<file path="src/rtl/vcodec_cmd_pkg.sv">
package vcodec_cmd_pkg;
  typedef enum logic [2:0] {
    OP_NONE, OP_STBY, OP_SRST, OP_HRST, OP_ACT, OP_WR, OP_RD
  } cmd_op_e;

  localparam logic [7:0] CMD_STBY = 8'h00;
  localparam logic [7:0] CMD_SRST = 8'h02;
  localparam logic [7:0] CMD_HRST = 8'h04;
  localparam logic [7:0] CMD_ACT  = 8'h0E;
  localparam logic [6:0] CMD_CFG  = 7'b0111000;  // LSB: 0 write, 1 read
  localparam logic [7:0] CFG_RST  = 8'h04;
endpackage

</file>
<file path="src/rtl/vcodec_cmd_dec.sv">
module vcodec_cmd_dec
  import vcodec_cmd_pkg::*;
(
  input  logic [7:0] cmd_i,
  output cmd_op_e    op_o
);
  always_comb begin
    op_o = OP_NONE;
    if (cmd_i[7:1] == CMD_CFG) op_o = cmd_i[0] ? OP_RD : OP_WR;
    else begin
      case (cmd_i)
        CMD_STBY: op_o = OP_STBY;
        CMD_SRST: op_o = OP_SRST;
        CMD_HRST: op_o = OP_HRST;
        CMD_ACT:  op_o = OP_ACT;
        default:  op_o = OP_NONE;
      endcase
    end
  end
endmodule

</file>
<file path="src/rtl/vcodec_chan.sv">
module vcodec_chan
  import vcodec_cmd_pkg::*;
#(
  parameter int FS_WAIT = 2,
  parameter int CFG_W   = 8
) (
  input  logic             clk_i,
  input  logic             rst_ni,
  input  logic             stby_i,
  input  logic             act_i,
  input  logic             srst_i,
  input  logic             hrst_i,
  input  logic             cfg_we_i,
  input  logic [CFG_W-1:0] cfg_d_i,
  input  logic             fs_i,
  output logic             active_o,
  output logic             bvalid_o,
  output logic [CFG_W-1:0] cfg_o
);
  localparam int CNT_W = $clog2(FS_WAIT + 1);
  localparam logic [CNT_W-1:0] CNT_LAST = CNT_W'(FS_WAIT - 1);

  logic [CNT_W-1:0] fs_cnt_q;
  logic             rst_any;

  assign rst_any = srst_i | hrst_i;

  always_ff @(posedge clk_i or negedge rst_ni) begin
    if (!rst_ni) begin
      active_o <= 1'b0;
      bvalid_o <= 1'b0;
      fs_cnt_q <= '0;
      cfg_o    <= CFG_W'(CFG_RST);
    end else if (rst_any) begin
      active_o <= 1'b0;
      bvalid_o <= 1'b0;
      fs_cnt_q <= '0;
      cfg_o    <= CFG_W'(CFG_RST);
    end else begin
      if (cfg_we_i) cfg_o <= cfg_d_i;
      if (stby_i) begin
        active_o <= 1'b0;
        bvalid_o <= 1'b0;
        fs_cnt_q <= '0;
      end else if (act_i && !active_o) begin
        active_o <= 1'b1;
        bvalid_o <= 1'b0;
        fs_cnt_q <= '0;
      end else if (fs_i && active_o && !bvalid_o) begin
        // a repeated activate falls through here, so counting continues
        if (fs_cnt_q == CNT_LAST) bvalid_o <= 1'b1;
        fs_cnt_q <= fs_cnt_q + 1'b1;
      end
    end
  end

  p_act_status_r2: assert property (@(posedge clk_i) disable iff (!rst_ni)
    (act_i && !stby_i && !rst_any) |=> active_o);
  p_valid_on_fs_r3: assert property (@(posedge clk_i) disable iff (!rst_ni)
    $rose(bvalid_o) |-> $past(fs_i));
  p_stby_clear_r4: assert property (@(posedge clk_i) disable iff (!rst_ni)
    (stby_i && !rst_any) |=> (!active_o && !bvalid_o));
  p_reset_chan_r6: assert property (@(posedge clk_i) disable iff (!rst_ni)
    rst_any |=> (cfg_o == CFG_W'(CFG_RST) && !active_o && !bvalid_o));
  p_reactivate_keep_r9: assert property (@(posedge clk_i) disable iff (!rst_ni)
    (act_i && bvalid_o && !stby_i && !rst_any) |=> bvalid_o);
endmodule

</file>
<file path="src/rtl/vcodec_cmd_ctrl.sv">
module vcodec_cmd_ctrl
  import vcodec_cmd_pkg::*;
#(
  parameter int NUM_CH  = 4,
  parameter int GK_W    = 4,
  parameter int FS_WAIT = 2,
  localparam int CH_W   = (NUM_CH > 1) ? $clog2(NUM_CH) : 1
) (
  input  logic              clk_i,
  input  logic              rst_ni,
  input  logic              cmd_valid_i,
  input  logic [7:0]        cmd_byte_i,
  input  logic [CH_W-1:0]   cmd_chan_i,
  input  logic              frame_sync_i,
  input  logic              gk_we_i,
  input  logic [GK_W-1:0]   gk_data_i,
  output logic              rsp_valid_o,
  output logic [7:0]        rsp_data_o,
  output logic [CH_W-1:0]   rsp_chan_o,
  output logic [NUM_CH-1:0] chan_status_o,
  output logic [NUM_CH-1:0] bias_en_o,
  output logic [NUM_CH-1:0] bdata_valid_o,
  output logic [GK_W-1:0]   gk_interval_o
);
  cmd_op_e         dec_op;
  cmd_op_e         op_eff;
  logic            wr_pend_q;
  logic [CH_W-1:0] wr_ch_q;
  logic            cfg_we;
  logic            hrst;
  logic [7:0]      cfg_q [NUM_CH];

  vcodec_cmd_dec u_dec (
    .cmd_i (cmd_byte_i),
    .op_o  (dec_op)
  );

  // byte after a write command is data, never a command
  assign op_eff = (cmd_valid_i && !wr_pend_q) ? dec_op : OP_NONE;
  assign cfg_we = cmd_valid_i && wr_pend_q;
  assign hrst   = (op_eff == OP_HRST);

  always_ff @(posedge clk_i or negedge rst_ni) begin
    if (!rst_ni) begin
      wr_pend_q <= 1'b0;
      wr_ch_q   <= '0;
    end else if (cfg_we) begin
      wr_pend_q <= 1'b0;
    end else if (op_eff == OP_WR) begin
      wr_pend_q <= 1'b1;
      wr_ch_q   <= cmd_chan_i;
    end
  end

  for (genvar ch = 0; ch < NUM_CH; ch++) begin : g_chan
    logic sel;
    assign sel = (cmd_chan_i == CH_W'(ch));

    vcodec_chan #(
      .FS_WAIT (FS_WAIT),
      .CFG_W   (8)
    ) u_chan (
      .clk_i    (clk_i),
      .rst_ni   (rst_ni),
      .stby_i   (sel && op_eff == OP_STBY),
      .act_i    (sel && op_eff == OP_ACT),
      .srst_i   (sel && op_eff == OP_SRST),
      .hrst_i   (hrst),
      .cfg_we_i (cfg_we && wr_ch_q == CH_W'(ch)),
      .cfg_d_i  (cmd_byte_i),
      .fs_i     (frame_sync_i),
      .active_o (chan_status_o[ch]),
      .bvalid_o (bdata_valid_o[ch]),
      .cfg_o    (cfg_q[ch])
    );
    assign bias_en_o[ch] = chan_status_o[ch];
  end

  always_ff @(posedge clk_i or negedge rst_ni) begin
    if (!rst_ni) begin
      rsp_valid_o <= 1'b0;
      rsp_data_o  <= '0;
      rsp_chan_o  <= '0;
    end else begin
      rsp_valid_o <= (op_eff == OP_RD);
      if (op_eff == OP_RD) begin
        rsp_data_o <= cfg_q[cmd_chan_i];
        rsp_chan_o <= cmd_chan_i;
      end
    end
  end

  always_ff @(posedge clk_i or negedge rst_ni) begin
    if (!rst_ni)      gk_interval_o <= '0;
    else if (hrst)    gk_interval_o <= '0;
    else if (gk_we_i) gk_interval_o <= gk_data_i;
  end

  p_rsp_from_read_r5: assert property (@(posedge clk_i) disable iff (!rst_ni)
    rsp_valid_o |-> $past(cmd_valid_i && !wr_pend_q && cmd_byte_i == {CMD_CFG, 1'b1}));
  p_valid_needs_status_r3: assert property (@(posedge clk_i) disable iff (!rst_ni)
    (bdata_valid_o & ~chan_status_o) == '0);
  p_hrst_all_r7: assert property (@(posedge clk_i) disable iff (!rst_ni)
    hrst |=> (gk_interval_o == '0 && chan_status_o == '0));
  p_gk_write_r10: assert property (@(posedge clk_i) disable iff (!rst_ni)
    (gk_we_i && !hrst) |=> gk_interval_o == $past(gk_data_i));
endmodule

</file>
<file path="config.mk">
export PLATFORM = sky130hd
export DESIGN_NAME = vcodec_cmd_ctrl
export DESIGN_NICKNAME = d
export VERILOG_FILES = /design/src/rtl/vcodec_cmd_pkg.sv /design/src/rtl/vcodec_cmd_dec.sv /design/src/rtl/vcodec_chan.sv /design/src/rtl/vcodec_cmd_ctrl.sv
export SDC_FILE = /design/constraint.sdc
export NUM_CORES = 1
export LEC_CHECK = 0
export ABC_AREA = 1
export BUFFER_PORTS_ARGS = -buffer_cell sky130_fd_sc_hd__buf_2
export CORE_ASPECT_RATIO = 1.1
export CORE_MARGIN = 2
export CORE_UTILIZATION = 57
export DETAILED_ROUTE_END_ITERATION = 16
export MAX_ROUTING_LAYER = met4
export PLACE_DENSITY = 0.89
export RECOVER_POWER = 25
export SYNTH_ARGS = -nofsm -noshare
export SYNTH_HDL_FRONTEND = slang
export SYNTH_SLANG_ARGS = --single-unit
export TNS_END_PERCENT = 1
</file>
<file path="constraint.sdc">
create_clock -name clk_i -period 2 [get_ports clk_i]
set_input_delay 0.4 -clock clk_i [delete_from_list [all_inputs] [get_ports clk_i]]
set_output_delay 0.4 -clock clk_i [all_outputs]
set_load 0.02 [all_outputs]
</file>
Word level (Yosys, flattened, before mapping) --
Index checks and enable logic that the tools add are counted.
Cells by class: add/sub/neg operators 4, multiply operators 0, divide/modulo/power cells 0, order comparisons 1, equal/unequal tests 20, shifts and indexed selects 0, mux-type cells 67, bitwise operators 6, reductions and logical operators 65
Operators with widths (count):
- $mux W8 | 10
- $mux W1 | 34
- $mux W2 | 17
- $reduce_bool A4 Y1 | 8
- $logic_and A1 B1 Y1 | 30
- $bmux W8 S2 | 1
- $eq A2 B1 Y1 const B | 6
- $pmux W3 S4 | 1
- $reduce_bool A2 Y1 | 6
- $reduce_bool A3 Y1 | 4
- $reduce_and A2 Y1 | 5
- $eq A3 B3 Y1 const B | 3
- $logic_not A1 Y1 | 9
- $add A2 B1 Y2 const B | 4
- $eq A2 B2 Y1 const B | 4
- $eq A8 B2 Y1 const B | 1
- $eq A8 B3 Y1 const B | 1
- $eq A8 B4 Y1 const B | 1
- $logic_not A8 Y1 | 1
- $mux W4 | 2
- $eq A7 B6 Y1 const B | 1
- $eq A3 B2 Y1 const B | 2
- $mux W3 | 2
- $logic_not A2 Y1 | 2
- other kinds (5) | 8
Storage, ports and cells: flip-flop bits (word level) 66, latch bits 0, RAM bits 0, memory bits (read-only) 0, input port bits 19, output and inout bits 27, word-level logic and storage cells 185, memories 0

Logic depth before layout (Yosys ltp) --
Gate-level depths: netlist of the first run.
depth after elaboration 10, mapped depth 13, gate-level depth less buffers 11

Cells and area by module --
A second synthesis of the first run with hierarchy kept.
Second synthesis, totals: cells, all modules 457, area, all modules 3405.8 um2
Modules (own cells, without submodules):
- vcodec_chan | times used 4, cells each 60, area each 521.8 um2, seq. area each 301.5 um2
- vcodec_cmd_ctrl | times used 1, cells each 187, area each 1193.6 um2, seq. area each 450.4 um2
- vcodec_cmd_dec | times used 1, cells each 30, area each 125.1 um2, seq. area each 0.0 um2

Worst setup path before layout of the first run --
No wires, ideal clock.
path type in2reg, from in cmd_byte_i[1], to reg g_chan[0].u_chan.cfg_o[0], arrival time 1.517 ns, data required time 1.879 ns, slack 0.362 ns, stages 10, buffers on the path 2, cells stage by stage buf_2 > nor2_1 > nand2_2 > nand2_1 > nand3_1 > nor2_2 > nand2_4 > buf_8 > nand2_2 > a21oi_1
Between the ends: word-level cells in the longest chain between the ends 8, elaborated cells on any way between the ends 14
RTL lines:
- from (decl) | line vcodec_cmd_ctrl.sv:12 | input logic [7:0] cmd_byte_i,
- $eq A8 B4 Y1 (tied with other cells) | line vcodec_cmd_dec.sv:11 | case (cmd_i)
- $pmux W3 S4 | line vcodec_cmd_dec.sv:11
- $mux W3 * | line vcodec_cmd_dec.sv:9 | if (cmd_i[7:1] == CMD_CFG) op_o = cmd_i[0] ? OP_RD : OP_WR;
- $mux W3 * | line vcodec_cmd_ctrl.sv:39 | assign op_eff = (cmd_valid_i && !wr_pend_q) ? dec_op : OP_NONE;
- $eq A3 B2 Y1 | line vcodec_cmd_ctrl.sv:67 | .srst_i (sel && op_eff == OP_SRST),
- $logic_and A1 B1 Y1 | line vcodec_cmd_ctrl.sv:67
- $or A1 B1 Y1 * | line vcodec_chan.sv:26 | assign rst_any = srst_i | hrst_i;
- $mux W8 / $reduce_bool A2 Y1 (equally long branches)
- to (signal assigned) | line vcodec_chan.sv:33 | cfg_o <= CFG_W'(CFG_RST);
- to (signal assigned) | line vcodec_chan.sv:38 | cfg_o <= CFG_W'(CFG_RST);
- to (signal assigned) | line vcodec_chan.sv:40 | if (cfg_we_i) cfg_o <= cfg_d_i;
- to (decl) | line vcodec_chan.sv:18 | output logic [CFG_W-1:0] cfg_o
Every way passes the cells marked *; elsewhere a longest branch is shown, timed or not. A chain may end at the register's enable or synchronous reset.

Final worst setup path of the first run --
from in cmd_byte_i[7], to reg g_chan[0].u_chan.bvalid_o
Between the ends: word-level cells in the longest chain between the ends 10, elaborated cells on any way between the ends 23
RTL lines:
- $eq A8 B4 Y1 (tied with other cells) | line vcodec_cmd_dec.sv:11
- $pmux W3 S4 | line vcodec_cmd_dec.sv:11
- $mux W3 * | line vcodec_cmd_dec.sv:9
- $mux W3 * | line vcodec_cmd_ctrl.sv:39
- $eq A3 B3 Y1 | line vcodec_cmd_ctrl.sv:66 | .act_i (sel && op_eff == OP_ACT),
- $logic_and A1 B1 Y1 | line vcodec_cmd_ctrl.sv:66
- $logic_and A1 B1 Y1 | line vcodec_chan.sv:45 | end else if (act_i && !active_o) begin
- $mux W1 | line vcodec_chan.sv:45
- $mux W1 | line vcodec_chan.sv:41 | if (stby_i) begin
- $mux W1 | line vcodec_chan.sv:34 | end else if (rst_any) begin
- to (signal assigned) | line vcodec_chan.sv:36 | bvalid_o <= 1'b0;
- to (signal assigned) | line vcodec_chan.sv:43 | bvalid_o <= 1'b0;
- to (signal assigned) | line vcodec_chan.sv:47 | bvalid_o <= 1'b0;
- to (decl) | line vcodec_chan.sv:17 | output logic bvalid_o,
Marked as above.

==> flow_summary.yaml, run 1 <==
placement:
  post-place-ws_ps: 37.5
  dp_hpwl_um: 5330
  gp_congestion: 0.886
  io_buffers: 45
sta:
  hold_violations: 0
  final_max_slew_viol_count: 0
  tns_ps: 0
  setup_ws_ps: 348
  relSlewSlack: 0.0533
  layout_min_cycle_time_ps: 1650
  rsz0062_at_grt: "false"
  timing.fmax_ghz: 0.605
  skew_ps: 6.57
  finalCritPeriodShare: 0.826
  setup_viol: 0
  tightest_slew_ps: 1420
layout:
  antennaDiodeCount: 0
  syn2layout_area_growth_pct: 15.3
  layout-drive-gt1-share: 0.216
  nets: 471
setup_path:
  cpPeakStageDelay_ps: 260
  cp_data_required_time_ps: 2230
  crit_path_cell_trace: "buf_2 -> inv_1 -> nand2_1 -> nor2_1 -> nand2_2 -> nand2_1 -> nand3_1 -> nor2_2 -> nand2_4 -> nand3_1 -> nor3_1"
  crit_fanout: 13
  critPathKind: "input pin to register"
  startpoint_type: "input pin"
  arrival_ps: 1880
  crit_slowest_cell: "nor2_2"
  worst_setup_path_end_kind: "register"
drt:
  totalWireLength_um: 7580
  route.vias.total: 2952
  dr.pass1.iters: 7
  drc: 0
  viasPerCell: 5.57
  first_iter_violations: 298
  ant_nets: 0
  wl_per_cell_um: 14.3
synthesis:
  synth_cell_types: 29
  ys_ff_latch: 66
  synth_area_per_cell_um2: 8.21
  synth_nets: 429
  synth_area_leaders: "dfrtp_1 (47%), nand2_1 (10%), a21oi_1 (6.0%), inv_1 (5.0%), nor2_1 (3.4%)"
  syn_inst: 406
  yosysTopAreaCell: "dfrtp_1"
  ys_warn_count: 0
  synth.cell_area_um2: 3330
  synth_top_cell_area_share: 0.465
  ys_seq_area_frac: 0.497
clock_tree:
  insertion_delay_ps: 350
  root_buffer: "clkbuf_8"
  cts_buffers: 9
  cts_sinks: 66
  cts_tree: "built"
  post_cts_buffers: 0
  cts_resized: 0
  hold_buffers: 0
  h-tree-depth: 3
  cts.clk_slew.worst_paths_ps: 80
  clockBufferDepth: 2
floorplanning:
  initial_core_util: 0.585
  placementRows: 29
  die-area_um2: 6480
  die_w_um: 76.9
  fp.dieH_um: 84.2
  core_um2: 5700
  ioPinCount: 46
global_routing:
  grt_first_pass_wirelength_um: 12900
  grt_pass1_vias: 2695
  antenna_found_initial: 0
  overflow: 0
  grt_max_degree: 30
  track_usage: 0.260
pwr:
  power-per-cell-area_nw_per_um2: 887
  p_leak_uw: 0.00194
  ir_drop_v: 0.000384
status:
  status: "finished, final reports clean"
min_path:
  worstHoldPathType: "input pin to register"
run:
  drv_cap: 0
## cell usage after synthesis, drive strengths merged
master and number:
a21oi 41, a221oi 8, a22o 1, and2 1, buf 17, clkbuf 6
dfrtp 62, dfstp 4, ha 4, inv 48, nand2 98, nand3 23
nand3b 1, nand4 8, nor2 33, nor3 16, o21ai 24, or2 7
xor2 4
## registers in the layout, summed over array words and instances, names as in the netlist
name	cells
rsp_data_o	8
g_chan.u_chan.active_o	4
wr_ch_q	2
g_chan.u_chan.cfg_o	32
g_chan.u_chan.fs_cnt_q	8
wr_pend_q	1
g_chan.u_chan.bvalid_o	4
rsp_chan_o	2
gk_interval_o	4
rsp_valid_o	1
## cell families (layout without fill, tap and decap cells)
family                   count (synthesis)  count (layout)  share of synthesized area
AO/OA/AOI/OAI                           74              74                      0.125
AND/OR/NAND/NOR                        187             187                      0.254
adder cells (fa/ha/maj)                  4               4                     0.0150
flip-flops                              66              66                      0.497
buffers and inverters                   71             118                     0.0991
XOR/XNOR                                 4               4                     0.0105
## worst max-delay path: cells and delay by family
kind | cells | cell delay, ps
simple gates | 9 | 1270
buf+inv | 2 | 210
## per-layer routing
layer / vias to the layer above / part of all wire / global-route usage
li1: 1401 / - / -
met4: 0 / 0.033 / 0.126
met1: 1366 / 0.41 / 0.344
met3: 29 / 0.087 / 0.0538
met2: 156 / 0.47 / 0.387
met5: - / 0 / -
## path summary, 6_finish.rpt
kind,slack [ps],depth (start not counted),start,end
max,350,11,cmd_byte_i[7],g_chan[0].u_chan.bvalid_o
min,270,2,cmd_valid_i,wr_pend_q
max reg2reg,400,8,wr_pend_q,g_chan[0].u_chan.bvalid_o
min reg2reg,490,2,rsp_data_o[3],rsp_data_o[3]
max in group asynchronous,730,2,rst_ni,gk_interval_o[0]
min in group asynchronous,370,1,rst_ni,g_chan[0].u_chan.active_o
## metrics by stage
| step | total power [µW] | util | hold WS (ps) | cell area, µm² | cells |
|---|---|---|---|---|---|
| CTS | 3420 | 0.675 | 68.6 | 3840 | 530 |
| detailed placement | 2040 | 0.631 | 438 | 3600 | 514 |
| floorplan | 1910 | - | 104 | 3330 | 406 |
| global placement | 2010 | 0.631 | 435 | 3600 | 514 |
| finish | 3410 | 0.675 | 275 | 3840 | 530 |
| global route | 3580 | 0.675 | 272 | 3840 | 530 |
## cells in the final DEF, fill, tap and decap left out, types with 5 or more instances in the layout
master	synthesis	final
a21oi_1	40	40
a221oi_1	8	8
buf_2	3	44
buf_4	13	7
clkbuf_8	0	9
dfrtp_1	62	62
inv_1	44	44
nand2_1	92	92
nand2_2	5	5
nand3_1	22	22
nand4_1	5	5
nor2_1	30	30
nor3_1	16	16
o21ai_0	15	15
o21ai_1	9	9
or2_2	7	7
## area by class of cell
type	instances	area (µm²)
fillers	444	1850
well taps	77	96.3
inverters	48	180
flip-flops and latches	66	1660
clock buffers	9	124
multi-input cells	269	1350
repair buffers	54	317
clock inverters	7	124
## report_power, final
group	internal, µW	total (µW)	switching (µW)
registers	1460	1530	75.5
clock network	838	1400	561
logic	195	478	283
Note: power is estimated with default switching activity, not from simulation.
==> run 2, diff against run 1 <==
ABC_AREA = 0   (was 1)
CORE_UTILIZATION = 52   (was 57)
PLACE_DENSITY = 0.86   (was 0.89)
clock period = 1.4 ns   (was 2 ns; I/O delays follow)
==> run 2 against run 1 <==
  * The run now ends with setup timing left
  * Combinational power increased by 76%
  * Cell count decreased by 6.4%
  * Clock skew increased by 3.8 ps
  * Power increased by 37%
  * Setup slack got worse by 730 ps
==> flow_summary.yaml, run 2 <==
status:
  status: "finished, violations left"
  violations: "setup timing"
synthesis:
  syn_inst: 328
  synth_top_cell_area_share: 0.462
  ys_seq_area_frac: 0.493
  synth-compound-area-share: 0.112
  synth_top_family_by_area: "simple AND/OR/NAND/NOR gates"
  synth_commonest_cells: "nand2_1 (70), dfrtp_1 (62), a21oi_1 (32), nor2_1 (23), nor3_1 (14)"
  synth_edf_count: 0
  ys_warn_count: 0
  synthMuxAreaShare: 0.116
  synth_cell_types: 49
  synth_area_leaders: "dfrtp_1 (46%), nand2_1 (7.8%), mux4_2 (5.4%), a21oi_1 (4.8%), mux2_4 (4.0%)"
  synthSimpleGateAreaFrac: 0.194
  synth_most_common_cell: "nand2_1"
  synth.cell_area_um2: 3360
  ys_ff_latch: 66
  synth_ff_type: "dfrtp_1"
  synth_xor_area_frac: 0.0130
  async_flop_share: 1.00
  synth_area_per_cell_um2: 10.2
  synth_nets: 351
  synthAdderAreaFrac: 0.0149
  yosysTopAreaCell: "dfrtp_1"
placement:
  gp_congestion: 0.873
  io_buffers: 45
  placed_area_um2: 3930
  dp_hpwl_um: 5830
  post-place-ws_ps: -756
layout:
  nets: 434
  top_register: "g_chan.u_chan.cfg_o"
  antennaDiodeCount: 0
  final_cell_area_um2: 4250
  largest_register_ff_count: 32
  final_cell_mix: "nand2_1 (70), dfrtp_1 (62), buf_4 (47)"
  largestRegisters: "g_chan.u_chan.cfg_o x32, g_chan.u_chan.fs_cnt_q x8, rsp_data_o x8"
  layout_commonest_cell: "nand2_1"
  layout-drive-gt1-share: 0.385
  syn2layout_area_growth_pct: 26.5
sta:
  hold_violations: 0
  setup_viol: 66
  tightest_slew_ps: 711
  rsz0062_at_grt: "true"
  setup_ws_ps: -383
  skew_ps: 10.4
  holdWs_ps: 170
  tns_ps: -19220
  relSlewSlack: 0.526
  timing.fmax_ghz: 0.561
  layout_min_cycle_time_ps: 1780
  finalCritPeriodShare: 1.27
  final_max_slew_viol_count: 0
drt:
  drc: 0
  highest_layer: "met4"
  route.vias.total: 2872
  first_iter_violations: 261
  viasPerCell: 5.79
  routed-wl-met3_um: 709
  wl_per_cell_um: 17.4
  routedLengthMet1_um: 3410
  dr.pass1.iters: 6
  totalWireLength_um: 8660
  wl_met2_um: 4180
  ant_nets: 0
floorplanning:
  core_um2: 6190
  die_w_um: 80.6
  ioPinCount: 46
  initial_core_util: 0.542
  die-area_um2: 7120
  placementRows: 30
  fp.dieH_um: 88.3
min_path:
  hold_start: "gk_data_i[1]"
  worstHoldPathType: "input pin to register"
pwr:
  ir_drop_v: 0.000785
  p_leak_uw: 0.00199
  power-per-cell-area_nw_per_um2: 1100
clock_tree:
  clockBufferDepth: 2
  cts_sinks: 66
  insertion_delay_ps: 360
  cts_tree: "built"
  root_buffer: "clkbuf_8"
  h-tree-depth: 3
  cts_buffers: 9
  cts.clk_slew.worst_paths_ps: 70
global_routing:
  grt_pass1_vias: 2832
  track_usage: 0.274
  grt_first_pass_wirelength_um: 13800
  antenna_found_initial: 0
  grt_max_degree: 25
  overflow: 0
setup_path:
  crit_fanout: 6
  startpoint: "wr_pend_q"
  r2r-start: "wr_pend_q"
  critPathKind: "register to register"
  crit_slowest_cell: "a2111o_1"
  cpPeakStageDelay_ps: 400
  cp_data_required_time_ps: 1640
  startpoint_type: "register"
  worst_setup_path_end_kind: "register"
  arrival_ps: 2030
  crit_path_cell_trace: "nand2b_4 -> buf_4 -> a2111o_1 -> and4_4 -> mux2_4"
run:
  drv_cap: 0
-- run 2: worst paths after layout --
| path | slack [ps] | to | depth (start not counted) |
|---|---|---|---|
| setup reg to reg | -380 | rsp_chan_o[0] | 5 |
| hold / removal | 170 | gk_interval_o[1] | 3 |
| setup / recovery | -380 | rsp_chan_o[0] | 5 |
| min in group asynchronous | 470 | g_chan[2].u_chan.cfg_o[0] | 2 |
| hold reg to reg | 490 | g_chan[0].u_chan.cfg_o[2] | 2 |
| max in group asynchronous | 80 | g_chan[2].u_chan.cfg_o[5] | 3 |
-- run 2: logic make-up after synthesis --
kind of cell,after synthesis
mux,24
fa+ha+maj,4
flops,66
simple gates,136
compound gates,59
buf+inv,34
xor+xnor,5
-- run 2: power by group --
group	internal [µW]	leakage [µW]	switching, µW
Clock	812	0.0000998	752
Combinational	364	0.00101	478
Sequential	2110	0.000881	140
Total	3290	0.00199	1370
-- run 2: final cells by class --
cell class	instances	area [µm²]
timing repair buffer	98	646
clock buffer	10	128
inverter	7	26.3
clock inverter	6	58.8
multi-input combinational	229	1630
fill	420	1940
tap	80	100
sequential	66	1660
-- run 2: metrics by stage --
stage	instances	total power [µW]	util
floorplan	328	2870	-
global placement	477	3040	0.635
detailed placement	477	3110	0.635
CTS	495	4670	0.680
global route	496	4880	0.686
finish	496	4660	0.686
-- run 2: per-layer routing --
metal,global-route usage,vias to the layer above
li1,-,1303
met1,0.337,1393
met2,0.419,144
met3,0.0643,32
met4,0.157,0
met5,-,-
-- run 2: worst max-delay path, delay by kind of cell, from the launching register on --
kind	cells	cell delay, ps
AO/OA/AOI/OAI	1	400
buffers and inverters	1	150
multiplexers	1	310
AND/OR/NAND/NOR	2	430
flip-flops	1	380
-- run 2: timing repair --
item / 4_1_cts / 5_1_grt
hold endpoints to repair: 9 / 0
buffers inserted: 0 / 1
resized for setup: 17 / 9
setup endpoints to repair: 66 / 66
pin swaps: 4 / 9
hold buffers: 1 / 0
cloned: 1 / 0
